--- config.mk ---
export PLATFORM = sky130hd
export DESIGN_NAME = uart_apb_regs
export DESIGN_NICKNAME = d
export VERILOG_FILES = /design/src/rtl/uart_regs_pkg.sv /design/src/rtl/uart_reg_decode.sv /design/src/rtl/uart_rx_fifo.sv /design/src/rtl/uart_event_out.sv /design/src/rtl/uart_apb_regs.sv
export SDC_FILE = /design/constraint.sdc
export NUM_CORES = 1
export LEC_CHECK = 0
export BUFFER_PORTS_ARGS = -buffer_cell sky130_fd_sc_hd__buf_2
export CAP_MARGIN = 30
export CORE_UTILIZATION = 45
export CTS_CLUSTER_DIAMETER = 50
export CTS_CLUSTER_SIZE = 30
export DETAILED_ROUTE_END_ITERATION = 12
export SLEW_MARGIN = 20
export SYNTH_ARGS = -nofsm -noshare
export SYNTH_HDL_FRONTEND = slang
export SYNTH_SLANG_ARGS = --single-unit
--- constraint.sdc ---
create_clock -name clk_i -period 9 [get_ports clk_i]
set_input_delay 1.35 -clock clk_i [delete_from_list [all_inputs] [get_ports clk_i]]
set_output_delay 1.35 -clock clk_i [all_outputs]
set_load 0.02 [all_outputs]
--- src/rtl/uart_regs_pkg.sv ---
package uart_regs_pkg;
  localparam int OFF_W = 8;

  typedef enum logic [1:0] {
    SEL_NONE,
    SEL_DATA,
    SEL_STAT,
    SEL_CTRL
  } reg_sel_e;

  localparam logic [OFF_W-1:0] OFF_DATA   = 8'h00;
  localparam logic [OFF_W-1:0] OFF_DATA_B = 8'h03;
  localparam logic [OFF_W-1:0] OFF_STAT   = 8'h04;
  localparam logic [OFF_W-1:0] OFF_CTRL   = 8'h08;

  localparam int CTRL_RX_EN = 0;
  localparam int CTRL_TX_EN = 1;
  localparam int CTRL_RX_IE = 2;
  localparam int CTRL_TX_IE = 3;

  localparam int ST_DREADY = 0;
  localparam int ST_TSHIFT = 1;
  localparam int ST_TEMPTY = 2;
  localparam int ST_OVR    = 4;
  localparam int ST_RHALF  = 8;
  localparam int ST_RFULL  = 10;
endpackage

--- src/rtl/uart_reg_decode.sv ---
module uart_reg_decode
  import uart_regs_pkg::*;
(
  input  logic [OFF_W-1:0] off_i,
  output reg_sel_e         sel_o
);
  always_comb begin
    unique case (off_i)
      OFF_DATA, OFF_DATA_B: sel_o = SEL_DATA;
      OFF_STAT:             sel_o = SEL_STAT;
      OFF_CTRL:             sel_o = SEL_CTRL;
      default:              sel_o = SEL_NONE;  // scaler, debug, unmapped
    endcase
  end
endmodule

--- src/rtl/uart_rx_fifo.sv ---
module uart_rx_fifo #(
  parameter int DEPTH  = 16,
  parameter int DATA_W = 8
) (
  input  logic              clk_i,
  input  logic              rst_ni,
  input  logic              push_i,
  input  logic [DATA_W-1:0] push_data_i,
  input  logic              pop_i,
  output logic [DATA_W-1:0] head_o,
  output logic              empty_o,
  output logic              full_o,
  output logic              half_o
);
  localparam int LEN_W = $clog2(DEPTH + 1);
  localparam int IDX_W = (DEPTH > 1) ? $clog2(DEPTH) : 1;

  logic [LEN_W-1:0]  len_q, rd_q, unread;
  logic [DATA_W-1:0] mem_q [DEPTH];
  logic              pop_ok, drain;
  logic [IDX_W-1:0]  wr_idx;

  assign unread  = len_q - rd_q;
  assign empty_o = (unread == '0);
  assign full_o  = (len_q == LEN_W'(DEPTH));
  assign half_o  = (unread >= LEN_W'(DEPTH / 2));
  assign pop_ok  = pop_i && !empty_o;
  // the pop that takes the last byte sends both indices home
  assign drain   = pop_ok && ((rd_q + LEN_W'(1)) == len_q);
  assign wr_idx  = drain ? '0 : len_q[IDX_W-1:0];
  assign head_o  = mem_q[rd_q[IDX_W-1:0]];

  always_ff @(posedge clk_i or negedge rst_ni) begin
    if (!rst_ni) begin
      len_q <= '0;
      rd_q  <= '0;
    end else if (drain) begin
      rd_q  <= '0;
      len_q <= push_i ? LEN_W'(1) : '0;
    end else begin
      if (pop_ok) rd_q <= rd_q + LEN_W'(1);
      if (push_i) len_q <= len_q + LEN_W'(1);
    end
  end

  always_ff @(posedge clk_i) begin
    if (push_i) mem_q[wr_idx] <= push_data_i;
  end
endmodule

--- src/rtl/uart_event_out.sv ---
module uart_event_out (
  input  logic       clk_i,
  input  logic       rst_ni,
  input  logic       tx_fire_i,
  input  logic [7:0] tx_byte_i,
  input  logic       rx_store_i,
  input  logic       rx_ie_i,
  input  logic       tx_ie_i,
  output logic       tx_valid_o,
  output logic [7:0] tx_data_o,
  output logic       irq_o
);
  always_ff @(posedge clk_i or negedge rst_ni) begin
    if (!rst_ni) begin
      tx_valid_o <= 1'b0;
      tx_data_o  <= '0;
      irq_o      <= 1'b0;
    end else begin
      tx_valid_o <= tx_fire_i;
      if (tx_fire_i) tx_data_o <= tx_byte_i;
      irq_o <= (rx_store_i && rx_ie_i) || (tx_fire_i && tx_ie_i);
    end
  end
endmodule

--- src/rtl/uart_apb_regs.sv ---
module uart_apb_regs
  import uart_regs_pkg::*;
#(
  parameter int DEPTH = 16
) (
  input  logic             clk_i,
  input  logic             rst_ni,
  input  logic             psel_i,
  input  logic             penable_i,
  input  logic             pwrite_i,
  input  logic [OFF_W-1:0] paddr_i,
  input  logic [31:0]      pwdata_i,
  output logic [31:0]      prdata_o,
  output logic             pready_o,
  output logic             pslverr_o,
  input  logic             rx_valid_i,
  input  logic [7:0]       rx_data_i,
  output logic             rx_ready_o,
  output logic             tx_valid_o,
  output logic [7:0]       tx_data_o,
  output logic             irq_o
);
  reg_sel_e    sel;
  logic        acc, rd_acc, wr_acc;
  logic [31:0] ctrl_q, status_w;
  logic        ovr_q;
  logic        pop, rx_store, tx_fire;
  logic [7:0]  head;
  logic        empty, full, half;

  assign acc       = psel_i && penable_i;
  assign rd_acc    = acc && !pwrite_i;
  assign wr_acc    = acc && pwrite_i;
  assign pready_o  = 1'b1;
  assign pslverr_o = 1'b0;

  uart_reg_decode u_dec (
    .off_i (paddr_i),
    .sel_o (sel)
  );

  assign pop        = rd_acc && (sel == SEL_DATA);
  assign rx_ready_o = !full;
  assign rx_store   = rx_valid_i && !full && ctrl_q[CTRL_RX_EN];
  assign tx_fire    = wr_acc && (sel == SEL_DATA) && ctrl_q[CTRL_TX_EN];

  uart_rx_fifo #(.DEPTH(DEPTH), .DATA_W(8)) u_fifo (
    .clk_i       (clk_i),
    .rst_ni      (rst_ni),
    .push_i      (rx_store),
    .push_data_i (rx_data_i),
    .pop_i       (pop),
    .head_o      (head),
    .empty_o     (empty),
    .full_o      (full),
    .half_o      (half)
  );

  uart_event_out u_evt (
    .clk_i      (clk_i),
    .rst_ni     (rst_ni),
    .tx_fire_i  (tx_fire),
    .tx_byte_i  (pwdata_i[7:0]),
    .rx_store_i (rx_store),
    .rx_ie_i    (ctrl_q[CTRL_RX_IE]),
    .tx_ie_i    (ctrl_q[CTRL_TX_IE]),
    .tx_valid_o (tx_valid_o),
    .tx_data_o  (tx_data_o),
    .irq_o      (irq_o)
  );

  always_ff @(posedge clk_i or negedge rst_ni) begin
    if (!rst_ni) begin
      ctrl_q <= '0;
      ovr_q  <= 1'b0;
    end else begin
      if (wr_acc && (sel == SEL_CTRL)) ctrl_q <= pwdata_i;
      if (rx_valid_i && full && ctrl_q[CTRL_RX_EN]) ovr_q <= 1'b1;
    end
  end

  always_comb begin
    status_w            = '0;
    status_w[ST_DREADY] = !empty;
    status_w[ST_TSHIFT] = 1'b1;  // transmit path holds nothing here
    status_w[ST_TEMPTY] = 1'b1;
    status_w[ST_OVR]    = ovr_q;
    status_w[ST_RHALF]  = half;
    status_w[ST_RFULL]  = full;
  end

  always_comb begin
    prdata_o = '0;
    if (rd_acc) begin
      unique case (sel)
        SEL_DATA: prdata_o = empty ? 32'h0 : {24'h0, head};
        SEL_STAT: prdata_o = status_w;
        SEL_CTRL: prdata_o = ctrl_q;
        default:  prdata_o = '0;
      endcase
    end
  end
endmodule

==> impl_metrics.xml <==
<?xml version="1.0" encoding="UTF-8"?>
<metrics>
  <group name="clock_tree">
    <metric name="worst_setup_hold_path_clk_slew" unit="ns">0.07</metric>
    <metric name="post_cts_resize_count" unit="">0</metric>
    <metric name="clock_sinks" unit="">181</metric>
    <metric name="tritoncts" unit="">built</metric>
    <metric name="cts_hold_buffers" unit="">0</metric>
    <metric name="root_buffer" unit="">sky130_fd_sc_hd__clkbuf_16</metric>
    <metric name="post_cts_buffers" unit="">0</metric>
    <metric name="cts_max_path_buffers" unit="">2</metric>
    <metric name="cts_max_level" unit="">4</metric>
    <metric name="cts_inserted_buffers" unit="">17</metric>
    <metric name="later_pin_clock_latency_in_the_skew_report" unit="ns">0.42</metric>
  </group>
  <group name="critical_path">
    <metric name="critical_path.reg2reg.endpoint" unit="">u_fifo.mem_q[12][4]$_DFFE_PP_</metric>
    <metric name="critPathKind" unit="">register to output port</metric>
    <metric name="timing.reg2reg.setup_slack" unit="ns">4.65</metric>
    <metric name="critical_path_launch_point_type" unit="">register</metric>
    <metric name="reg2reg_depth" unit="">9</metric>
    <metric name="critical_path_depth" unit="">8</metric>
    <metric name="worstSetupEndpointType" unit="">output port</metric>
    <metric name="crit_slowest_cell" unit="">sky130_fd_sc_hd__dfrtp_1</metric>
    <metric name="setup.worst_path.end" unit="">prdata_o[7]</metric>
    <metric name="bufs_and_invs_on_worst_path" unit="">2</metric>
    <metric name="critical-path-top-delay-family" unit="">simple AND/OR/NAND/NOR gates</metric>
    <metric name="path_cells" unit="">inv_1 -&gt; ha_1 -&gt; and3b_1 -&gt; o211ai_1 -&gt; o31ai_1 -&gt; nor3_2 -&gt; a22o_1 -&gt; buf_2</metric>
    <metric name="timing.critical_path.slowest_cell_delay" unit="ns">0.86</metric>
    <metric name="reg2reg_from" unit="">u_fifo.rd_q[2]$_DFFE_PN0P_</metric>
    <metric name="cp.arrival" unit="ns">3.80</metric>
    <metric name="required" unit="ns">7.65</metric>
    <metric name="critical_path_peak_fanout" unit="">16</metric>
    <metric name="critical_path.startpoint" unit="">u_fifo.rd_q[2]$_DFFE_PN0P_</metric>
  </group>
  <group name="floorplanning">
    <metric name="die_w" unit="um">133</metric>
    <metric name="pin_count" unit="">99</metric>
    <metric name="rows" unit="">47</metric>
    <metric name="chipHeight" unit="um">133</metric>
    <metric name="core_footprint" unit="mm2">0.0167</metric>
    <metric name="effective_utilization_at_floorplan" unit="">0.464</metric>
    <metric name="die_area" unit="mm2">0.0177</metric>
  </group>
  <group name="finish">
    <metric name="drive_above_1_share" unit="">0.419</metric>
    <metric name="num-fill-cells" unit="">1370</metric>
    <metric name="postLayoutCoreUtil" unit="">0.550</metric>
    <metric name="antenna_diode_count" unit="">0</metric>
    <metric name="final_nets" unit="">624</metric>
    <metric name="syn_to_final_growth" unit="%">18.6</metric>
    <metric name="final_cell_count_no_fill" unit="">795</metric>
  </group>
  <group name="sta">
    <metric name="setup-violations-final" unit="">0</metric>
    <metric name="finalSetupTns" unit="ns">0</metric>
    <metric name="final.period_utilization" unit="">0.572</metric>
    <metric name="worst-slew-pin-transition" unit="ns">0.958</metric>
    <metric name="skew" unit="ns">0.00768</metric>
    <metric name="count_of_endpoints_failing_hold_in_the_final_timing_report" unit="">0</metric>
    <metric name="slew_violations" unit="">0</metric>
    <metric name="grt_setup_unrepaired" unit="">false</metric>
    <metric name="timing.slew.headroom" unit="">0.358</metric>
    <metric name="timing.fmax" unit="GHz">0.194</metric>
    <metric name="layout_min_cycle_time" unit="ns">5.15</metric>
  </group>
  <group name="routing">
    <metric name="via_total_after_detailed_routing" unit="">4355</metric>
    <metric name="routed_wire_length_per_instance" unit="um">20.6</metric>
    <metric name="drt_first_iter_violations" unit="">254</metric>
    <metric name="totalWireLength" unit="um">16400</metric>
    <metric name="detail_route.drc_violations" unit="">0</metric>
    <metric name="detail-route-antenna-nets" unit="">0</metric>
    <metric name="drt-vias-per-instance" unit="">5.48</metric>
    <metric name="drt_pass1_iterations" unit="">4</metric>
  </group>
  <group name="power_and_ir_drop">
    <metric name="peakVddDrop" unit="mV">0.183</metric>
    <metric name="static-leakage-power" unit="nW">3.58</metric>
    <metric name="power.total" unit="mW">1.68</metric>
    <metric name="pwr_density_cell" unit="mW/mm2">183</metric>
  </group>
  <group name="grt">
    <metric name="grt_antenna_before_repair" unit="">0</metric>
    <metric name="grt_first_pass_wirelength" unit="um">25700</metric>
    <metric name="grt_use_total" unit="">0.199</metric>
    <metric name="grt_start_max_net_pins" unit="">54</metric>
    <metric name="grt_remaining_overflow" unit="">0</metric>
    <metric name="grt_pass1_vias" unit="">4390</metric>
  </group>
  <group name="synthesis">
    <metric name="ys_ff_latch" unit="">181</metric>
    <metric name="yosys-top-cells-count" unit="">sky130_fd_sc_hd__edfxtp_1 (128), sky130_fd_sc_hd__dfrtp_1 (53), sky130_fd_sc_hd__mux2_2 (42)</metric>
    <metric name="mappedNetlistArea" unit="mm2">0.00775</metric>
    <metric name="ys.warnings.count" unit="">0</metric>
    <metric name="synth_largest_area_cell" unit="">sky130_fd_sc_hd__edfxtp_1</metric>
    <metric name="synth_edf_count" unit="">128</metric>
    <metric name="synth_top_area_share" unit="">0.496</metric>
    <metric name="syn_nets" unit="">516</metric>
    <metric name="synth_sequential_area_ratio" unit="">0.667</metric>
    <metric name="post_synth_inst_count" unit="">455</metric>
    <metric name="synthDistinctLibCells" unit="">53</metric>
    <metric name="synth_top_flop_cell" unit="">sky130_fd_sc_hd__edfxtp_1</metric>
    <metric name="post-synth-top-count-cell" unit="">sky130_fd_sc_hd__edfxtp_1</metric>
    <metric name="synth-async-reset-ratio" unit="">0.293</metric>
    <metric name="synth_top_cells_by_area" unit="">sky130_fd_sc_hd__edfxtp_1 (50%), sky130_fd_sc_hd__dfrtp_1 (17%), sky130_fd_sc_hd__mux4_2 (11%)</metric>
    <metric name="synth_area_per_cell" unit="um2">17.0</metric>
  </group>
  <group name="run">
    <metric name="timing.max_cap.violations" unit="">0</metric>
  </group>
  <group name="outcome">
    <metric name="status" unit="">completed</metric>
  </group>
  <group name="placed_design">
    <metric name="placedCellCount" unit="">764</metric>
    <metric name="hpwl" unit="um">10900</metric>
    <metric name="numPortBuffers" unit="">96</metric>
    <metric name="routabilityCongestion" unit="">0.821</metric>
  </group>
  <group name="hold_path">
    <metric name="min-delay-path-class" unit="">register to register</metric>
  </group>
</metrics>
power by group:
group,switching (mW),internal [mW],leakage (nW)
clock,0.290,0.433,0.272
sequential,0.00564,0.898,1.86
combinational,0.0356,0.0185,1.45
total,0.331,1.35,3.58
cells by family (layout without fill, tap and decap cells):
kind of cell               after synthesis  after routing  share of synthesized area
DFF                                    181            181                      0.667
and+or+nand+nor                         99             99                     0.0751
muxes                                   83             83                      0.175
AOI/OAI and AO/OA                       37             37                     0.0360
buffers and inverters                   31            151                     0.0168
xor gates and xnor gates                15             15                     0.0170
adders and majority gates                7              7                     0.0113
other                                    2              2                   0.000970
worst min-delay path by stage:
| stage | startpoint | end | slack, ns | depth (start not counted) |
|---|---|---|---|---|
| floorplan | ovr_q$_DFFE_PN0P_ | ovr_q$_DFFE_PN0P_ | 0.44 | 1 |
| global placement | ovr_q$_DFFE_PN0P_ | ovr_q$_DFFE_PN0P_ | 0.47 | 1 |
| detailed placement | ovr_q$_DFFE_PN0P_ | ovr_q$_DFFE_PN0P_ | 0.47 | 1 |
| CTS | ovr_q$_DFFE_PN0P_ | ovr_q$_DFFE_PN0P_ | 0.49 | 1 |
| global route | ovr_q$_DFFE_PN0P_ | ovr_q$_DFFE_PN0P_ | 0.50 | 1 |
| finish | ovr_q$_DFFE_PN0P_ | ovr_q$_DFFE_PN0P_ | 0.50 | 1 |
stage by stage:
step	worst slack, ns	cell area (um2)	hold slack [ns]
after floorplan	4.54	7750	0.444
final	3.85	9180	0.496
after CTS	3.86	9180	0.490
after detailed placement	3.94	8610	0.472
after global routing	3.65	9180	0.497
after global placement	3.97	8610	0.469
per-layer routing:
| metal | vias to the layer above | share of wire | GRT usage |
|---|---|---|---|
| li1 | 2007 | - | - |
| met1 | 2218 | 0.46 | 0.273 |
| met2 | 119 | 0.48 | 0.320 |
| met3 | 11 | 0.047 | 0.0415 |
| met4 | 0 | 0.010 | 0.0612 |
| met5 | - | 0 | 0 |
registers in the layout (all words and copies together) (netlist names):
signal            flops
u_evt.tx_data_o       8
ctrl_q               32
ovr_q                 1
u_fifo.len_q          5
u_fifo.rd_q           5
u_evt.irq_o           1
u_fifo.mem_q        128
u_evt.tx_valid_o      1
final cells by class:
| class | count | area, um2 | share of cell area |
|---|---|---|---|
| Clock inverter | 10 | 131 | 0.0143 |
| Timing Repair Buffer | 112 | 601 | 0.0654 |
| Multi-Input combinational cell | 243 | 2530 | 0.276 |
| Inverter | 8 | 30.0 | 0.00327 |
| Tap cell | 220 | 275 | 0.0300 |
| Sequential cell | 181 | 5170 | 0.563 |
| Clock buffer | 21 | 440 | 0.0480 |
worst reg2reg max path, cell delays in order (launching register included):
cell	delay, ns
sky130_fd_sc_hd__dfrtp_1	0.86
sky130_fd_sc_hd__inv_1	0.29
sky130_fd_sc_hd__ha_1	0.42
sky130_fd_sc_hd__and3b_1	0.18
sky130_fd_sc_hd__o211ai_1	0.14
sky130_fd_sc_hd__o31ai_1	0.72
sky130_fd_sc_hd__nor4_2	0.13
sky130_fd_sc_hd__buf_4	0.26
sky130_fd_sc_hd__nor4_2	0.75
sky130_fd_sc_hd__buf_4	0.30
cells in the final DEF (no fill, tap or decap), types with 3 or more instances in the layout:
master / instances
sky130_fd_sc_hd__a21oi_1: 5
sky130_fd_sc_hd__a22o_1: 6
sky130_fd_sc_hd__and2_1: 22
sky130_fd_sc_hd__buf_2: 96
sky130_fd_sc_hd__buf_4: 16
sky130_fd_sc_hd__bufinv_16: 3
sky130_fd_sc_hd__clkbuf_1: 4
sky130_fd_sc_hd__clkbuf_16: 17
sky130_fd_sc_hd__dfrtp_1: 52
sky130_fd_sc_hd__edfxtp_1: 128
sky130_fd_sc_hd__ha_1: 7
sky130_fd_sc_hd__inv_1: 8
sky130_fd_sc_hd__mux2_2: 42
sky130_fd_sc_hd__mux2i_1: 3
sky130_fd_sc_hd__mux4_2: 38
sky130_fd_sc_hd__nand2_1: 18
sky130_fd_sc_hd__nand2b_1: 3
sky130_fd_sc_hd__nand3_1: 6
sky130_fd_sc_hd__nand4_1: 3
sky130_fd_sc_hd__nor2_1: 11
sky130_fd_sc_hd__nor2b_1: 3
sky130_fd_sc_hd__nor3_1: 3
sky130_fd_sc_hd__nor3_2: 5
sky130_fd_sc_hd__nor4_2: 12
sky130_fd_sc_hd__o211ai_1: 3
sky130_fd_sc_hd__o21ai_0: 3
sky130_fd_sc_hd__o2bb2ai_1: 3
sky130_fd_sc_hd__xnor2_1: 8
sky130_fd_sc_hd__xor2_1: 7
(Power assumes the default switching activity.)
